--- config.mk ---
export PLATFORM = sky130hd
export DESIGN_NAME = pwr_clk_ctrl
export DESIGN_NICKNAME = d
export VERILOG_FILES = /design/src/rtl/pcc_pkg.sv /design/src/rtl/pcc_wake_sync.sv /design/src/rtl/pcc_settle_timer.sv /design/src/rtl/pcc_mode_fsm.sv /design/src/rtl/pcc_gate_regs.sv /design/src/rtl/pwr_clk_ctrl.sv
export SDC_FILE = /design/constraint.sdc
export NUM_CORES = 1
export LEC_CHECK = 0
export ABC_CLOCK_PERIOD_IN_PS = 1780
export BUFFER_PORTS_ARGS = -buffer_cell sky130_fd_sc_hd__buf_2
export CORE_UTILIZATION = 44
export DETAILED_ROUTE_END_ITERATION = 6
export GPL_TIMING_DRIVEN = 0
export HOLD_SLACK_MARGIN = 0.12
export PLACE_DENSITY = 0.82
export SLEW_MARGIN = 20
export SYNTH_ARGS = -nofsm -noshare
export SYNTH_HDL_FRONTEND = slang
export SYNTH_HIERARCHICAL = 1
export SYNTH_SLANG_ARGS = --single-unit
--- constraint.sdc ---
create_clock -name clk -period 1.78 [get_ports clk]
set_input_delay 0.178 -clock clk [delete_from_list [all_inputs] [get_ports clk]]
set_output_delay 0.178 -clock clk [all_outputs]
set_load 0.01 [all_outputs]
--- src/rtl/pcc_pkg.sv ---
// Package: shared state encoding, request codes and clock-enable bundle for
// the power and clock controller. Assumes one always-on controller clock.
package pcc_pkg;

    typedef enum logic [2:0] {
        PM_RUN    = 3'd0,
        PM_HALT   = 3'd1,
        PM_IDLE   = 3'd2,
        PM_STOP   = 3'd3,
        PM_SETTLE = 3'd4
    } pm_state_e;

    localparam logic [1:0] REQ_NONE = 2'd0;
    localparam logic [1:0] REQ_HALT = 2'd1;
    localparam logic [1:0] REQ_IDLE = 2'd2;
    localparam logic [1:0] REQ_STOP = 2'd3;

    typedef struct packed {
        logic core;
        logic sys;
        logic gen;
    } clk_en_t;

    // Map a state onto the clock domains that may run in it.
    function automatic clk_en_t enables_for(pm_state_e s);
        clk_en_t e;
        case (s)
            PM_RUN:    e = '{core: 1'b1, sys: 1'b1, gen: 1'b1};
            PM_HALT:   e = '{core: 1'b0, sys: 1'b1, gen: 1'b1};
            PM_IDLE:   e = '{core: 1'b0, sys: 1'b0, gen: 1'b1};
            PM_STOP:   e = '{core: 1'b0, sys: 1'b0, gen: 1'b0};
            PM_SETTLE: e = '{core: 1'b0, sys: 1'b0, gen: 1'b1};
            default:   e = '{core: 1'b1, sys: 1'b1, gen: 1'b1};
        endcase
        return e;
    endfunction

endpackage

--- src/rtl/pcc_wake_sync.sv ---
// Module: masks the wake sources, ORs them into one event and passes that
// event through STAGES flops into the controller clock domain.
// Assumes: STAGES >= 1; each source pulse lasts at least one clock.
module pcc_wake_sync #(
    parameter int NWAKE  = 4,
    parameter int STAGES = 2
) (
    input  logic             clk,
    input  logic             rst_n,
    input  logic [NWAKE-1:0] wake_src,
    input  logic [NWAKE-1:0] wake_mask,
    output logic             wake_seen
);

    logic raw_wake;
    logic [STAGES-1:0] chain_q;

    // Reduce the enabled sources to one event.
    always_comb begin
        raw_wake = |(wake_src & wake_mask);
    end

    generate
        if (STAGES == 1) begin : g_single
            // Single capture flop.
            always_ff @(posedge clk) begin
                if (!rst_n) chain_q <= '0;
                else        chain_q <= raw_wake;
            end
        end else begin : g_chain
            // Shift the event through the synchronizer chain.
            always_ff @(posedge clk) begin
                if (!rst_n) chain_q <= '0;
                else        chain_q <= {chain_q[STAGES-2:0], raw_wake};
            end
        end
    endgenerate

    assign wake_seen = chain_q[STAGES-1];

    // Nothing leaves the synchronizer that was not seen at its input.
    assert_wake_origin_R6: assert property (@(posedge clk) disable iff (!rst_n)
        $rose(chain_q[0]) |-> $past(raw_wake));

endmodule

--- src/rtl/pcc_settle_timer.sv ---
// Module: down-counter that times the settling interval after stop.
// Loads the count on entry, decrements while running, flags zero.
// Assumes: load and run are never both high.
module pcc_settle_timer #(
    parameter int CNT_W = 8
) (
    input  logic             clk,
    input  logic             rst_n,
    input  logic             load,
    input  logic [CNT_W-1:0] load_val,
    input  logic             run,
    output logic             done
);

    logic [CNT_W-1:0] cnt_q;

    // Capture the count on entry, then step down to zero.
    always_ff @(posedge clk) begin
        if (!rst_n)                      cnt_q <= '0;
        else if (load)                   cnt_q <= load_val;
        else if (run && cnt_q != '0)     cnt_q <= cnt_q - 1'b1;
    end

    assign done = (cnt_q == '0);

    // While running, the count falls by exactly one per cycle.
    assert_settle_step_R8: assert property (@(posedge clk) disable iff (!rst_n)
        (run && !load && !done) |=> (cnt_q == $past(cnt_q) - 1'b1));

    // A running count is not disturbed by the load value changing.
    assert_settle_hold_R8: assert property (@(posedge clk) disable iff (!rst_n)
        (!run && !load) |=> $stable(cnt_q));

endmodule

--- src/rtl/pcc_mode_fsm.sv ---
// Module: mode state machine. Accepts requests only in run, leaves halt and
// idle straight to run on a wake, and leaves stop through the settle state.
// Assumes: wake is already synchronous to clk.
module pcc_mode_fsm
    import pcc_pkg::*;
(
    input  logic       clk,
    input  logic       rst_n,
    input  logic       req_valid,
    input  logic [1:0] req_code,
    input  logic       wake,
    input  logic       settle_done,
    output pm_state_e  state_q,
    output pm_state_e  state_d,
    output logic       settle_load,
    output logic       settle_run
);

    // Next-state decision.
    always_comb begin
        state_d     = state_q;
        settle_load = 1'b0;
        case (state_q)
            PM_RUN: begin
                if (req_valid) begin
                    case (req_code)
                        REQ_HALT: state_d = PM_HALT;
                        REQ_IDLE: state_d = PM_IDLE;
                        REQ_STOP: state_d = PM_STOP;
                        default:  state_d = PM_RUN;
                    endcase
                end
            end
            PM_HALT, PM_IDLE: begin
                if (wake) state_d = PM_RUN;
            end
            PM_STOP: begin
                if (wake) begin
                    state_d     = PM_SETTLE;
                    settle_load = 1'b1;
                end
            end
            PM_SETTLE: begin
                if (settle_done) state_d = PM_RUN;
            end
            default: state_d = PM_RUN;
        endcase
    end

    // State register.
    always_ff @(posedge clk) begin
        if (!rst_n) state_q <= PM_RUN;
        else        state_q <= state_d;
    end

    assign settle_run = (state_q == PM_SETTLE);

    assert_halt_idle_exit_R7: assert property (@(posedge clk) disable iff (!rst_n)
        ((state_q == PM_HALT || state_q == PM_IDLE) && wake) |=> state_q == PM_RUN);

    assert_stop_exit_R8: assert property (@(posedge clk) disable iff (!rst_n)
        (state_q == PM_STOP && wake) |=> state_q == PM_SETTLE);

    assert_lowpower_hold_R9: assert property (@(posedge clk) disable iff (!rst_n)
        ((state_q == PM_HALT || state_q == PM_IDLE || state_q == PM_STOP) && !wake)
        |=> $stable(state_q));

    assert_settle_hold_R9: assert property (@(posedge clk) disable iff (!rst_n)
        (state_q == PM_SETTLE && !settle_done) |=> state_q == PM_SETTLE);

    assert_settle_to_run_R9: assert property (@(posedge clk) disable iff (!rst_n)
        (state_q == PM_SETTLE && settle_done) |=> state_q == PM_RUN);

    assert_no_request_R5: assert property (@(posedge clk) disable iff (!rst_n)
        (state_q == PM_RUN && (!req_valid || req_code == REQ_NONE)) |=> state_q == PM_RUN);

endmodule

--- src/rtl/pcc_gate_regs.sv ---
// Module: registers the clock enables from the next state so every enable
// is a flop output and changes only on a clock edge.
// Assumes: next_state is settled before each rising edge.
module pcc_gate_regs
    import pcc_pkg::*;
(
    input  logic      clk,
    input  logic      rst_n,
    input  pm_state_e next_state,
    output logic      core_en,
    output logic      sys_en,
    output logic      gen_en
);

    clk_en_t en_q;

    // Register the enables that belong to the coming state.
    always_ff @(posedge clk) begin
        if (!rst_n) en_q <= '{core: 1'b1, sys: 1'b1, gen: 1'b1};
        else        en_q <= enables_for(next_state);
    end

    assign core_en = en_q.core;
    assign sys_en  = en_q.sys;
    assign gen_en  = en_q.gen;

    assert_core_needs_sys_R10: assert property (@(posedge clk) disable iff (!rst_n)
        core_en |-> sys_en);

    assert_sys_needs_gen_R10: assert property (@(posedge clk) disable iff (!rst_n)
        sys_en |-> gen_en);

    // The generator restarts before the core is allowed to run.
    assert_gen_first_R8: assert property (@(posedge clk) disable iff (!rst_n)
        $rose(gen_en) |-> !core_en);

endmodule

--- src/rtl/pwr_clk_ctrl.sv ---
// Module: top of the power and clock controller. Ties the wake
// synchronizer, mode state machine, settle timer and enable registers.
// Assumes: clk is an always-on clock independent of the gated domains.
module pwr_clk_ctrl
    import pcc_pkg::*;
#(
    parameter int NWAKE       = 4,
    parameter int SYNC_STAGES = 2,
    parameter int CNT_W       = 8
) (
    input  logic             clk,
    input  logic             rst_n,
    input  logic             req_valid,
    input  logic [1:0]       req_code,
    input  logic [NWAKE-1:0] wake_src,
    input  logic [NWAKE-1:0] wake_mask,
    input  logic [CNT_W-1:0] settle_cycles,
    output logic             core_clk_en,
    output logic             sys_clk_en,
    output logic             gen_clk_en,
    output logic [2:0]       pm_state
);

    logic      wake_seen;
    logic      settle_done;
    logic      settle_load;
    logic      settle_run;
    pm_state_e state_q;
    pm_state_e state_d;

    pcc_wake_sync #(.NWAKE(NWAKE), .STAGES(SYNC_STAGES)) u_wake (
        .clk       (clk),
        .rst_n     (rst_n),
        .wake_src  (wake_src),
        .wake_mask (wake_mask),
        .wake_seen (wake_seen)
    );

    pcc_mode_fsm u_fsm (
        .clk         (clk),
        .rst_n       (rst_n),
        .req_valid   (req_valid),
        .req_code    (req_code),
        .wake        (wake_seen),
        .settle_done (settle_done),
        .state_q     (state_q),
        .state_d     (state_d),
        .settle_load (settle_load),
        .settle_run  (settle_run)
    );

    pcc_settle_timer #(.CNT_W(CNT_W)) u_timer (
        .clk      (clk),
        .rst_n    (rst_n),
        .load     (settle_load),
        .load_val (settle_cycles),
        .run      (settle_run),
        .done     (settle_done)
    );

    pcc_gate_regs u_gate (
        .clk        (clk),
        .rst_n      (rst_n),
        .next_state (state_d),
        .core_en    (core_clk_en),
        .sys_en     (sys_clk_en),
        .gen_en     (gen_clk_en)
    );

    assign pm_state = state_q;

    // Each state shows its own set of enables at the ports.
    assert_stop_all_off_R4: assert property (@(posedge clk) disable iff (!rst_n)
        (pm_state == 3'd3) |-> (!core_clk_en && !sys_clk_en && !gen_clk_en));

    assert_halt_sys_on_R2: assert property (@(posedge clk) disable iff (!rst_n)
        (pm_state == 3'd1) |-> (!core_clk_en && sys_clk_en && gen_clk_en));

    assert_idle_gen_only_R3: assert property (@(posedge clk) disable iff (!rst_n)
        (pm_state == 3'd2) |-> (!core_clk_en && !sys_clk_en && gen_clk_en));

endmodule

* Yosys cells after proc, flatten, opt, wreduce, memory -nomap -nowiden *
Index checks and enable logic that the tools add are counted.

storage, ports and cells
  register bits after elaboration = 16
  input bits = 21
  output and inout port bits = 6
  word-level logic and storage cells = 38

cells by class
  add/subtract/negate cells = 1
  eq/ne operators = 11
  muxes and demuxes = 11
  bitwise logic cells = 1
  reduce and logical (&&, ||, !) cells = 8

operators with widths
  operator                                          count
  2-to-1 mux 8 bit                                  2
  == test 3 x 2 -> 1 bit, second input constant     4
  2-to-1 mux 3 bit                                  4
  case mux 3 bit (4 select lines)                   1
  case mux 3 bit (3 select lines)                   1
  zero test 8 bit                                   1
  nonzero test 8 bit                                1
  subtractor 8 x 1 -> 8 bit, second input constant  1
  == test 3 x 1 -> 1 bit, second input constant     2
  == test 3 bit, second input constant              2
  case mux 2 bit (3 select lines)                   1
  bitwise AND 4 bit                                 1
  == test 2 bit, second input constant              2
  OR reduction 2 bit                                2
  OR reduction 4 bit                                1
  zero test 3 bit                                   1
  == test 2 x 1 -> 1 bit, second input constant     1
  2-to-1 mux 1 bit                                  2
  nonzero test 2 bit                                1
  logical AND 1 bit                                 1

* Depth between registers and ports, before layout *
  depth after elaboration = 7
  gate-level depth with buffers = 8
  mapped depth without buffers = 8

* Cells and area by module *
Netlist, hierarchy kept.

by module, submodules not included
  module            times used  cells an instance  area each (sq um)  sequential area each (sq um)
  pcc_settle_timer  1           58                 508.0              160.2
  pcc_mode_fsm      1           18                 171.4              60.1
  pcc_gate_regs     1           9                  107.6              60.1
  pcc_wake_sync     1           6                  68.8               40.0

* Worst setup path before layout *
OpenSTA, ideal clock, no wires.

  kind = reg2reg
  start point = register u_fsm.state_q[2]
  end point = register u_timer.cnt_q[7]
  library setup time = 124 ps
  arrival = 1871 ps
  required time = 1656 ps
  path slack = -215 ps
  cell stages (with the launch flop) = 6
  path through = dfxtp_1 > nor3b_1 > or3b_2 > nor3_1 > mux2i_1 > a21oi_1

between the ends
  longest elaborated chain between the ends = 3
  elaborated cells on any way between the ends = 6

ends and longest elaborated chain
  item                                 RTL line                text
  start: declaration                   pcc_mode_fsm.sv:13      output pm_state_e state_q,
  start signal: assignment             pcc_mode_fsm.sv:53      else state_q <= state_d;
  == test 3 bit                        pcc_mode_fsm.sv:56      assign settle_run = (state_q == PM_SETTLE);
  via settle_run                       pwr_clk_ctrl.sv:27      logic settle_run;
  logical AND 1 bit                    pcc_settle_timer.sv:21  else if (run && cnt_q != '0) cnt_q <= cnt_q - 1'b1;
  nonzero test 2 bit (no source line)  --
  end signal: assignment               pcc_settle_timer.sv:20  else if (load) cnt_q <= load_val;
  end signal: assignment               pcc_settle_timer.sv:21
  end: declaration                     pcc_settle_timer.sv:15  logic [CNT_W-1:0] cnt_q;

The timed path passes the listed nets, and every way through them passes these cells.
A chain may end at the register's enable or synchronous reset.

* Final worst setup path *
  start point = register u_fsm.state_q[2]
  end point = register u_timer.cnt_q[1]

Same word-level chain as after synthesis.

==> metrics <==
Synthesized Nets 114; Peak supply drop 0.460 mV; routability cong. 0.719; failing checks negative setup slack; worst-path fanout max 8; clk slew on worst S/H paths 0.09 ns; cell taking the most area after synthesis dfxtp_1; fmax 560 MHz; I/O pin cnt 27; Synth-to-Final Area Change 37.4%; RSZ-0062 raised after global routing true; H-tree Lvls 1; WHS Endpoint u_timer/cnt_q[1]; hold buffer count at cts 0; Synth top area share 0.374; # clock sinks 16; Initial Util 0.480; clk_lat worst skew 0.28 ns; first-pass GRT wire length 2680 µm; fin crit period 1.79 ns; fin worst setup slack -0.00577 ns; Worst EP required 2.00 ns; drt drc 0; Buffers on Ports 26; Nets 152; CTS buffer count 3; max-cap violations 0; FF-to-FF path depth 6; Inserted Diodes 0; CP Capture Type register; GR Overflow Total 0; leak pwr 0.000516 µW; Seq/Total Area, Yosys 0.374; Syn Inst Count 91; Detail Placement HPWL 1230 µm; CTS tree built; Unique masters post-synth 39; synthesized area 856 µm²; Root Driver clkbuf_4; normalized max-slew margin 0.710; Max Transition Viols Final 0; Crit Reg-Reg Endpoint u_timer/cnt_q[1]; share of cells above drive strength 1 0.472; PnR Total Power 655 µW; path type of the worst setup path reg2reg; post-route ant nets 0; crit share post-route 1.00; First-pass DRT Iterations 4; vias 803; Die W 46.1 µm; RR Startpoint u_fsm/state_q[2]; number of warning messages in the yosys log 6; Final Non-Filler Cells 152; core area 1780 µm²; Hold Path Stages 3; Routed wire per std cell 12.7 µm; Area after DPL 1030 µm²; Hold Path Class in2reg; startpoint type of the worst setup path register; Site Rows 15; largest net degree at the start of global routing 11; Hold Crit Start settle_cycles[1]; Synth area leaders dfxtp_1 (37%), a21oi_1 (4.7%), o21ai_0 (3.5%), nor3b_1 (3.5%), o41ai_4 (3.2%); Final Skew 0.00672 ns; Worst Max-Slew Pin Slew 0.435 ns; GRT Overall Usage 0.177; Syn Area/Cell 9.40 µm²; Pwr Density 557 nW/µm²; initial antenna violation count 0; Worst EP arrival 2.01 ns; fin area 1180 µm²; Die Y 46.1 µm; post-layout util 0.660; WL final 1920 µm; r2r setup slk -0.006 ns; status complete, but fails checks; Setup violations, final 2; FF+latch count, synth 16; Via-to-Cell Ratio 5.28; Hold Fails Final Rpt 0; clk buf depth 2; post-placement cell count 142; die area 2130 µm²; number of global-route vias before repair 646; DRT iter0 DRCs 27
registers in the layout, summed over array words and instances (netlist names):
register	cells
u_gate/sys_en	1
u_gate/core_en	1
u_gate/gen_en	1
u_fsm/state_q	3
u_wake/chain_q	2
u_timer/cnt_q	8
cell families after synthesis:
group	Yosys count	synth area share
AND/OR/NAND/NOR	33	0.285
AO/OA/AOI/OAI	29	0.238
flip-flops	16	0.374
buffers and inverters	7	0.0307
XOR/XNOR	3	0.0307
adder cells (fa/ha/maj)	2	0.0292
multiplexers	1	0.0117
timing repair:
| item | in CTS | in global routing |
|---|---|---|
| gates resized for setup | 6 | 15 |
| pin swaps | 1 | 7 |
| setup buffers | 3 | 5 |
| setup endpoints to repair | 7 | 10 |
through the flow:
step / worst slack (ns) / TNS, ns / hold WS [ns]
final: -0.00577 / -0.0113 / 0.137
after global routing: -0.0586 / -0.162 / 0.152
after CTS: -0.00601 / -0.00601 / 0.138
after detailed placement: -0.113 / -0.287 / 0.427
after global placement: -0.0694 / -0.206 / 0.415
after floorplan: 0.0148 / 0 / 0.258
layer usage:
| layer | part of all wire | vias to the layer above | GRT usage | routed length [µm] |
|---|---|---|---|---|
| li1 | - | 417 | - | - |
| met1 | 0.47 | 364 | 0.236 | 895 |
| met2 | 0.49 | 20 | 0.270 | 943 |
| met3 | 0.035 | 2 | 0.0471 | 68 |
| met4 | 0.0078 | 0 | 0.0706 | 15 |
| met5 | 0 | - | 0 | 0 |
cells in the final DEF, fill, tap and decap left out, types with 3 or more instances in the layout:
cell type	Yosys	routed
a21oi_1	8	8
and2_1	3	3
buf_2	0	26
buf_4	0	5
clkbuf_4	0	3
dfxtp_1	16	10
dfxtp_2	0	6
inv_2	0	3
nand2b_1	3	3
nor3b_1	4	3
o21ai_0	6	6
o31ai_1	3	3
Yosys cell counts:
cell       instances
nor4_1             1
o21a_1             1
nand4bb_1          2
or3b_2             1
nand3_1            2
a21oi_1            8
a31oi_1            2
o211a_1            1
or4b_4             1
nand2b_1           3
a22oi_1            2
inv_1              5
mux2i_1            1
nor2_1             2
and2_1             3
o21ai_0            6
or4_1              2
nor3_1             1
or2b_1             1
nor2b_1            1
nand2_1            2
dfxtp_1           16
buf_1              1
ha_1               2
xnor2_1            3
nand4b_1           2
o21ba_1            1
clkbuf_1           1
nand4_1            1
nor3b_1            4
o31ai_1            3
or4b_2             1
o41ai_4            1
nor3b_2            1
o21ai_1            2
a21boi_1           1
or4_4              1
a21boi_2           1
or4_2              1
worst max-delay path by stage:
stage,start,to,cells past startpoint
4_1_cts,u_timer/cnt_q[5],u_timer/cnt_q[0],4
3_3_place_gp,u_timer/cnt_q[0],u_gate/sys_en,8
6_report,u_fsm/state_q[2],u_timer/cnt_q[1],6
2_1_floorplan,u_fsm/state_q[2],u_timer/cnt_q[7],5
5_1_grt,u_fsm/state_q[2],u_timer/cnt_q[1],6
3_5_place_dp,u_timer/cnt_q[0],u_gate/sys_en,8
critical path: stages (launching register included):
cell and delay (ns):
dfxtp_2 0.38, nor3b_4 0.26, buf_4 0.16, o41ai_4 0.06, buf_6 0.15, or4b_2 0.63, nand3_1 0.10
where the power goes:
part | internal [µW] | switching, µW | leakage, µW
combinational | 44.8 | 40.7 | 0.000369
clock | 78.3 | 109 | 0.0000138
sequential | 371 | 10.6 | 0.000133
final cells by class:
type | instances | area, µm²
Buffer | 2 | 8.76
Fill cell | 142 | 607
Multi-Input combinational cell | 68 | 568
Timing Repair Buffer | 33 | 199
Tap cell | 25 | 31.3
Sequential cell | 16 | 328
Inverter | 5 | 18.8
Clock buffer | 3 | 22.5
(Power assumes the default switching activity.)
